File: src/rtl/cordic_rot_pkg.sv
package cordic_rot_pkg;

    typedef enum logic [0:0] {
        CR_IDLE = 1'b0,
        CR_RUN  = 1'b1
    } cr_state_e;

    // atan(2^-idx) as an unsigned fraction of pi, scaled by 2^31
    function automatic logic [31:0] atan_brad32(input int unsigned idx);
        logic [31:0] v;
        case (idx)
            0:       v = 32'd536870912;
            1:       v = 32'd316933406;
            2:       v = 32'd167458907;
            3:       v = 32'd85004756;
            4:       v = 32'd42667331;
            5:       v = 32'd21354465;
            6:       v = 32'd10679838;
            7:       v = 32'd5340245;
            8:       v = 32'd2670163;
            9:       v = 32'd1335087;
            10:      v = 32'd667544;
            11:      v = 32'd333772;
            12:      v = 32'd166886;
            13:      v = 32'd83443;
            14:      v = 32'd41722;
            15:      v = 32'd20861;
            default: v = 32'd683565276 >> idx; // small-angle limit
        endcase
        return v;
    endfunction

    // Same constant rounded to a 'width'-bit signed binary-radian code (width <= 31)
    function automatic logic [31:0] atan_code(input int unsigned idx,
                                              input int unsigned width);
        logic [32:0] r;
        r = {1'b0, atan_brad32(idx)} + (33'd1 << (31 - width));
        return 32'(r >> (32 - width));
    endfunction

endpackage

File: src/rtl/cordic_prerot.sv
module cordic_prerot #(
    parameter int IW = 21,
    parameter int ZW = 22
) (
    input  logic signed [IW-1:0] x_i,
    input  logic signed [IW-1:0] y_i,
    input  logic signed [ZW-1:0] z_i,
    output logic signed [IW-1:0] x_o,
    output logic signed [IW-1:0] y_o,
    output logic signed [ZW-1:0] z_o
);
    localparam logic signed [ZW-1:0] QUARTER = (ZW)'(1) << (ZW - 2);

    // exact quarter turn towards zero residual
    always_comb begin
        if (!z_i[ZW-1]) begin
            x_o = -y_i;
            y_o = x_i;
            z_o = z_i - QUARTER;
        end else begin
            x_o = y_i;
            y_o = -x_i;
            z_o = z_i + QUARTER;
        end
    end
endmodule

File: src/rtl/cordic_microrot.sv
module cordic_microrot #(
    parameter int IW = 21,
    parameter int ZW = 22,
    parameter int SW = 4
) (
    input  logic signed [IW-1:0] x_i,
    input  logic signed [IW-1:0] y_i,
    input  logic signed [ZW-1:0] z_i,
    input  logic        [SW-1:0] sh,
    input  logic signed [ZW-1:0] step_ang,
    output logic signed [IW-1:0] x_o,
    output logic signed [IW-1:0] y_o,
    output logic signed [ZW-1:0] z_o
);
    logic signed [IW-1:0] x_sh, y_sh;

    // shared barrel shifters: tangent 2^-sh becomes an arithmetic shift
    assign x_sh = x_i >>> sh;
    assign y_sh = y_i >>> sh;

    // direction chosen by residual sign; never a skipped step
    always_comb begin
        if (!z_i[ZW-1]) begin
            x_o = x_i - y_sh;
            y_o = y_i + x_sh;
            z_o = z_i - step_ang;
        end else begin
            x_o = x_i + y_sh;
            y_o = y_i - x_sh;
            z_o = z_i + step_ang;
        end
    end
endmodule

File: src/rtl/cordic_seq.sv
module cordic_seq
    import cordic_rot_pkg::*;
#(
    parameter int ITERS = 16,
    parameter int CW    = 4
) (
    input  logic          clk,
    input  logic          rst,
    input  logic          start,
    output logic          load,
    output logic          step,
    output logic [CW-1:0] cnt,
    output logic          busy,
    output logic          done
);
    cr_state_e     st_q;
    logic [CW-1:0] cnt_q;
    logic          done_q;
    logic          last;

    assign last = (cnt_q == CW'(ITERS - 1));
    assign load = (st_q == CR_IDLE) && start;
    assign step = (st_q == CR_RUN);
    assign busy = (st_q == CR_RUN);
    assign cnt  = cnt_q;
    assign done = done_q;

    always_ff @(posedge clk) begin
        if (rst) begin
            st_q   <= CR_IDLE;
            cnt_q  <= '0;
            done_q <= 1'b0;
        end else begin
            done_q <= 1'b0;
            case (st_q)
                CR_IDLE: begin
                    if (start) begin
                        st_q  <= CR_RUN;
                        cnt_q <= '0;
                    end
                end
                CR_RUN: begin
                    if (last) begin
                        st_q   <= CR_IDLE;
                        cnt_q  <= '0;
                        done_q <= 1'b1;
                    end else begin
                        cnt_q <= cnt_q + 1'b1;
                    end
                end
                default: st_q <= CR_IDLE;
            endcase
        end
    end

    // completion pulse lasts a single cycle
    a_r3_done_single: assert property (@(posedge clk) disable iff (rst)
        done |=> !done);

    // completion only follows the final iteration, with busy dropped
    a_r3_done_after_last: assert property (@(posedge clk) disable iff (rst)
        done |-> (!busy && $past(last) && $past(busy)));

    // iterations advance without a gap or restart
    a_r4_run_continuous: assert property (@(posedge clk) disable iff (rst)
        (busy && !last) |=> (busy && cnt == $past(cnt) + 1'b1));

    // an idle start begins a run at iteration zero
    a_r2_start_loads: assert property (@(posedge clk) disable iff (rst)
        (!busy && start) |=> (busy && cnt == '0));
endmodule

File: src/rtl/cordic_rotator.sv
module cordic_rotator
    import cordic_rot_pkg::*;
#(
    parameter int DATA_W  = 16,
    parameter int ANG_W   = 16,
    parameter int ITERS   = 16,
    parameter int GUARD   = 1,
    parameter int FRAC_W  = 4,
    parameter int ZFRAC_W = 6
) (
    input  logic                     clk,
    input  logic                     rst,
    input  logic                     start,
    input  logic signed [DATA_W-1:0] x_in,
    input  logic signed [DATA_W-1:0] y_in,
    input  logic signed [ANG_W-1:0]  angle_in,
    output logic                     busy,
    output logic                     done,
    output logic signed [DATA_W:0]   x_out,
    output logic signed [DATA_W:0]   y_out
);
    localparam int OW = DATA_W + GUARD;
    localparam int IW = OW + FRAC_W;
    localparam int ZW = ANG_W + ZFRAC_W;
    localparam int CW = (ITERS > 1) ? $clog2(ITERS) : 1;
    localparam logic signed [ZW-1:0] Q_TURN = (ZW)'(1) << (ZW - 2);

    logic          load, step;
    logic [CW-1:0] cnt;

    logic signed [IW-1:0] x_q, y_q, x_ext, y_ext;
    logic signed [IW-1:0] x_pre, y_pre, x_nx, y_nx;
    logic signed [ZW-1:0] z_q, z_ext, z_pre, z_nx, step_ang;

    // arctangent constants, one per iteration
    logic signed [ZW-1:0] atan_lut [ITERS];
    for (genvar k = 0; k < ITERS; k++) begin : g_atan
        assign atan_lut[k] = (ZW)'(atan_code(k, ZW));
    end
    assign step_ang = atan_lut[cnt];

    assign x_ext = (IW)'(x_in) <<< FRAC_W;
    assign y_ext = (IW)'(y_in) <<< FRAC_W;
    assign z_ext = {angle_in, {ZFRAC_W{1'b0}}};

    cordic_seq #(.ITERS(ITERS), .CW(CW)) u_seq (
        .clk(clk), .rst(rst), .start(start),
        .load(load), .step(step), .cnt(cnt),
        .busy(busy), .done(done)
    );

    cordic_prerot #(.IW(IW), .ZW(ZW)) u_prerot (
        .x_i(x_ext), .y_i(y_ext), .z_i(z_ext),
        .x_o(x_pre), .y_o(y_pre), .z_o(z_pre)
    );

    cordic_microrot #(.IW(IW), .ZW(ZW), .SW(CW)) u_micro (
        .x_i(x_q), .y_i(y_q), .z_i(z_q),
        .sh(cnt), .step_ang(step_ang),
        .x_o(x_nx), .y_o(y_nx), .z_o(z_nx)
    );

    always_ff @(posedge clk) begin
        if (rst) begin
            x_q <= '0;
            y_q <= '0;
            z_q <= '0;
        end else if (load) begin
            x_q <= x_pre;
            y_q <= y_pre;
            z_q <= z_pre;
        end else if (step) begin
            x_q <= x_nx;
            y_q <= y_nx;
            z_q <= z_nx;
        end
    end

    assign x_out = x_q[IW-1:FRAC_W];
    assign y_out = y_q[IW-1:FRAC_W];

    // residual after the quarter turn is within +/- pi/2
    a_r7_residual_quadrant: assert property (@(posedge clk) disable iff (rst)
        $rose(busy) |-> (z_q >= -Q_TURN && z_q <= Q_TURN));

    // results stay put while idle without a new command
    a_r8_hold_idle: assert property (@(posedge clk) disable iff (rst)
        (!busy && !start) |=> ($stable(x_out) && $stable(y_out)));

    // nothing is flagged as finished before a command was taken
    a_r1_no_spurious_done: assert property (@(posedge clk) disable iff (rst)
        $rose(busy) |-> $past(start));
endmodule

File: config.mk
export PLATFORM = sky130hd
export DESIGN_NAME = cordic_rotator
export DESIGN_NICKNAME = d
export VERILOG_FILES = /design/src/rtl/cordic_rot_pkg.sv /design/src/rtl/cordic_prerot.sv /design/src/rtl/cordic_microrot.sv /design/src/rtl/cordic_seq.sv /design/src/rtl/cordic_rotator.sv
export SDC_FILE = /design/constraint.sdc
export NUM_CORES = 1
export LEC_CHECK = 0
export BUFFER_PORTS_ARGS = -buffer_cell sky130_fd_sc_hd__buf_2
export CAP_MARGIN = 40
export CORE_UTILIZATION = 50
export CTS_CLUSTER_SIZE = 20
export DETAILED_ROUTE_END_ITERATION = 6
export GPL_TIMING_DRIVEN = 0
export PLACE_DENSITY = 0.72
export SLEW_MARGIN = 10
export SYNTH_ARGS = -nofsm -noshare
export SYNTH_HDL_FRONTEND = slang
export SYNTH_HIERARCHICAL = 1
export SYNTH_SLANG_ARGS = --single-unit
File: constraint.sdc
create_clock -name clk -period 13.8 [get_ports clk]
set_clock_uncertainty 0.05 [all_clocks]
set_input_delay 1.38 -clock clk [delete_from_list [all_inputs] [get_ports clk]]
set_output_delay 1.38 -clock clk [all_outputs]
set_load 0.005 [all_outputs]
==> qor.yml <==
ctsHoldBuffers: 0
area_delta_synth_final_pct: 10.2
peakVddDrop_mv: 0.111
cts_max_path_buffers: 2
wire_per_inst_um: 18.7
drtPass1Iterations: 5
layout-drive-gt1-share_pct: 20.8
synth_edf_count: 0
layout_common_cells: "nor2_1, mux2i_1, a21oi_1"
design.core.area_sq_um: 23400
hold_path.class: "reg2reg"
clock-sinks: 70
synthCells: 1415
n_antenna_cell: 0
reg2reg_from: "u_seq/cnt[1]$_SDFFE_PP0P_"
antenna_found_initial: 0
critPathSlowestCell: "dfxtp_1"
dp_hpwl_um: 27300
gp_congestion: 1.00
yosys_warnings: 6
async_reset_ff_share_pct: 0
post-route-period-util_pct: 49.3
drc: 0
arrival_ps: 6950
worst_setup_path_start_kind: "register"
fin_crit_ps: 6800
cp.required_ps: 13950
cellLeakagePower_nw: 5.86
relSlewSlack_pct: 39.7
clkTransAtPathRegs_ps: 70
setup_tns_ps: 0
synth_area_sq_um: 11900
worst_slew_pin_slew_ps: 904
layout_commonest_cell: "nor2_1"
startpoint: "u_seq/cnt[1]$_SDFFE_PP0P_"
hold_viol_final: 0
grt_pass1_vias: 10193
wl_um: 34900
die_h_um: 156
synthTopCellsByArea: "dfxtp_1, mux2i_1, ha_1"
min_to: "u_seq/cnt[3]$_SDFFE_PP0P_"
crit_path_end_kind: "register"
die_x_um: 156
holdPathStages: 3
overflow: 0
cts.repair.resized: 0
worst-path-max-fanout: 12
vias: 10901
cts_root_buf: "clkbuf_16"
h-tree-depth: 3
maxCapViolations: 0
avgSynthCellArea_sq_um: 8.41
synth_top_area_share_pct: 11.8
setup_viol: 0
ys_seq_elements: 70
p_per_area_nw_per_um2: 193
dieArea_sq_um: 24400
rows: 56
reg2reg_slack_ps: 7000
grt.total_usage_pct: 29.1
path_class: "reg2reg"
p_total_mw: 2.53
rr_worst_depth: 25
start_util_pct: 50.9
synthFlopType: "dfxtp_1"
rsz0062_at_grt: "false"
max_stage_delay_ps: 590
status: "completed"
grt_pass1_wl_um: 55200
max_freq_mhz: 147
cts_setup_buffers: 0
synth.distinct_cells: 82
fin_nets: 1672
io_buffer_count: 72
drt_iter0_markers: 858
io_pins: 87
clk_latency_ps: 350
cts_made_buffers: 9
yosysTopAreaCell: "dfxtp_1"
drv_slew: 0
antenna_left: 0
hp-start: "u_seq/busy$_SDFF_PP0_"
cts_tree: "done"
viasPerCell: 5.85
ys_seq_area_share_pct: 11.8
reg2reg_to: "y_q[20]$_SDFFE_PP0P_"
grt_max_degree: 15
cells in the mapped netlist, drive strengths merged, types with 7 or more instances:
library cell and instances:
nor2 159, mux2i 110, buf 108, a21oi 97, xnor2 86, nand2 84, ha 78, mux2 76
dfxtp 70, xor2 60, o21ai 52, inv 46, mux4 38, nor3 30, nor2b 27, clkbuf 22
a31oi 20, nand3 20, a21o 18, nand2b 16, a211oi 14, and2 11, and3 11, o31ai 11
o21a 10, or3 9, nor3b 8, o211ai 8, o21bai 8, o22ai 8, or4 8, nor4 7
cells by family after synthesis:
kind of cell    Yosys count  synth area share (%)
xor+xnor                146                  10.7
buf+inv                 176                  9.23
compound gates          299                  16.4
mux                     224                  25.7
flops                    70                  11.8
other cells               1                0.0315
fa+ha+maj                81                  8.70
simple gates            418                  17.4
per-stage QoR:
step           util [%]  cell area, sq um  setup slack (ps)  hold WS [ps]  instances
2_1_floorplan         -             12100              8400           477       1455
3_3_place_gp       54.8             12800              7120           548       1846
3_5_place_dp       54.8             12800              7100           561       1848
4_1_cts            56.1             13100              7070           582       1864
5_1_grt            56.1             13100              6440           623       1864
6_report           56.1             13100              7000           579       1864
metal layers:
metal	up-vias	routed length [um]	GRT usage, %
met3	45	2590	5.01
met1	5178	16200	39.9
li1	5303	-	-
met4	0	880	9.06
met5	-	0	0
met2	375	15300	46.2
report_power, final:
part / leakage (nW) / switching [mW] / internal (mW)
combinational: 5.14 / 0.959 / 0.958
clock: 0.145 / 0.101 / 0.137
sequential: 0.578 / 0.120 / 0.256
final cells by class:
type | count | area, sq um
sequential | 70 | 1400
inverter | 46 | 173
buffer | 130 | 926
multi-input combinational | 1209 | 9560
clock inverter | 4 | 30.0
fill | 2252 | 10300
clock buffer | 12 | 267
tap | 319 | 399
timing repair buffer | 74 | 369
registers in the layout, indices dropped and copies added (netlist names):
name        cells
u_seq/busy      1
u_seq/cnt       4
u_seq/done      1
x_q            21
y_q            21
z_q            22
critical path: cells and delay by family, from the launching register on:
kind                     cells  cell delay, ps
adder cells (fa/ha/maj)      2             390
AO/OA/AOI/OAI                6            1660
XOR/XNOR                     2             310
AND/OR/NAND/NOR              3             730
multiplexers                 5            1070
buffers and inverters        7            1820
flip-flops                   1             590
how the worst max path moves through the flow:
| stage | end | slack (ps) | cells past startpoint |
|---|---|---|---|
| after floorplan | y_q[20]$_SDFFE_PP0P_ | 8400 | 25 |
| after global placement | y_q[20]$_SDFFE_PP0P_ | 7120 | 25 |
| after detailed placement | y_q[20]$_SDFFE_PP0P_ | 7100 | 25 |
| after CTS | y_q[20]$_SDFFE_PP0P_ | 7070 | 25 |
| after global routing | y_q[20]$_SDFFE_PP0P_ | 6440 | 25 |
| final | y_q[20]$_SDFFE_PP0P_ | 7000 | 25 |
Note: power is estimated with default switching activity, not from simulation.
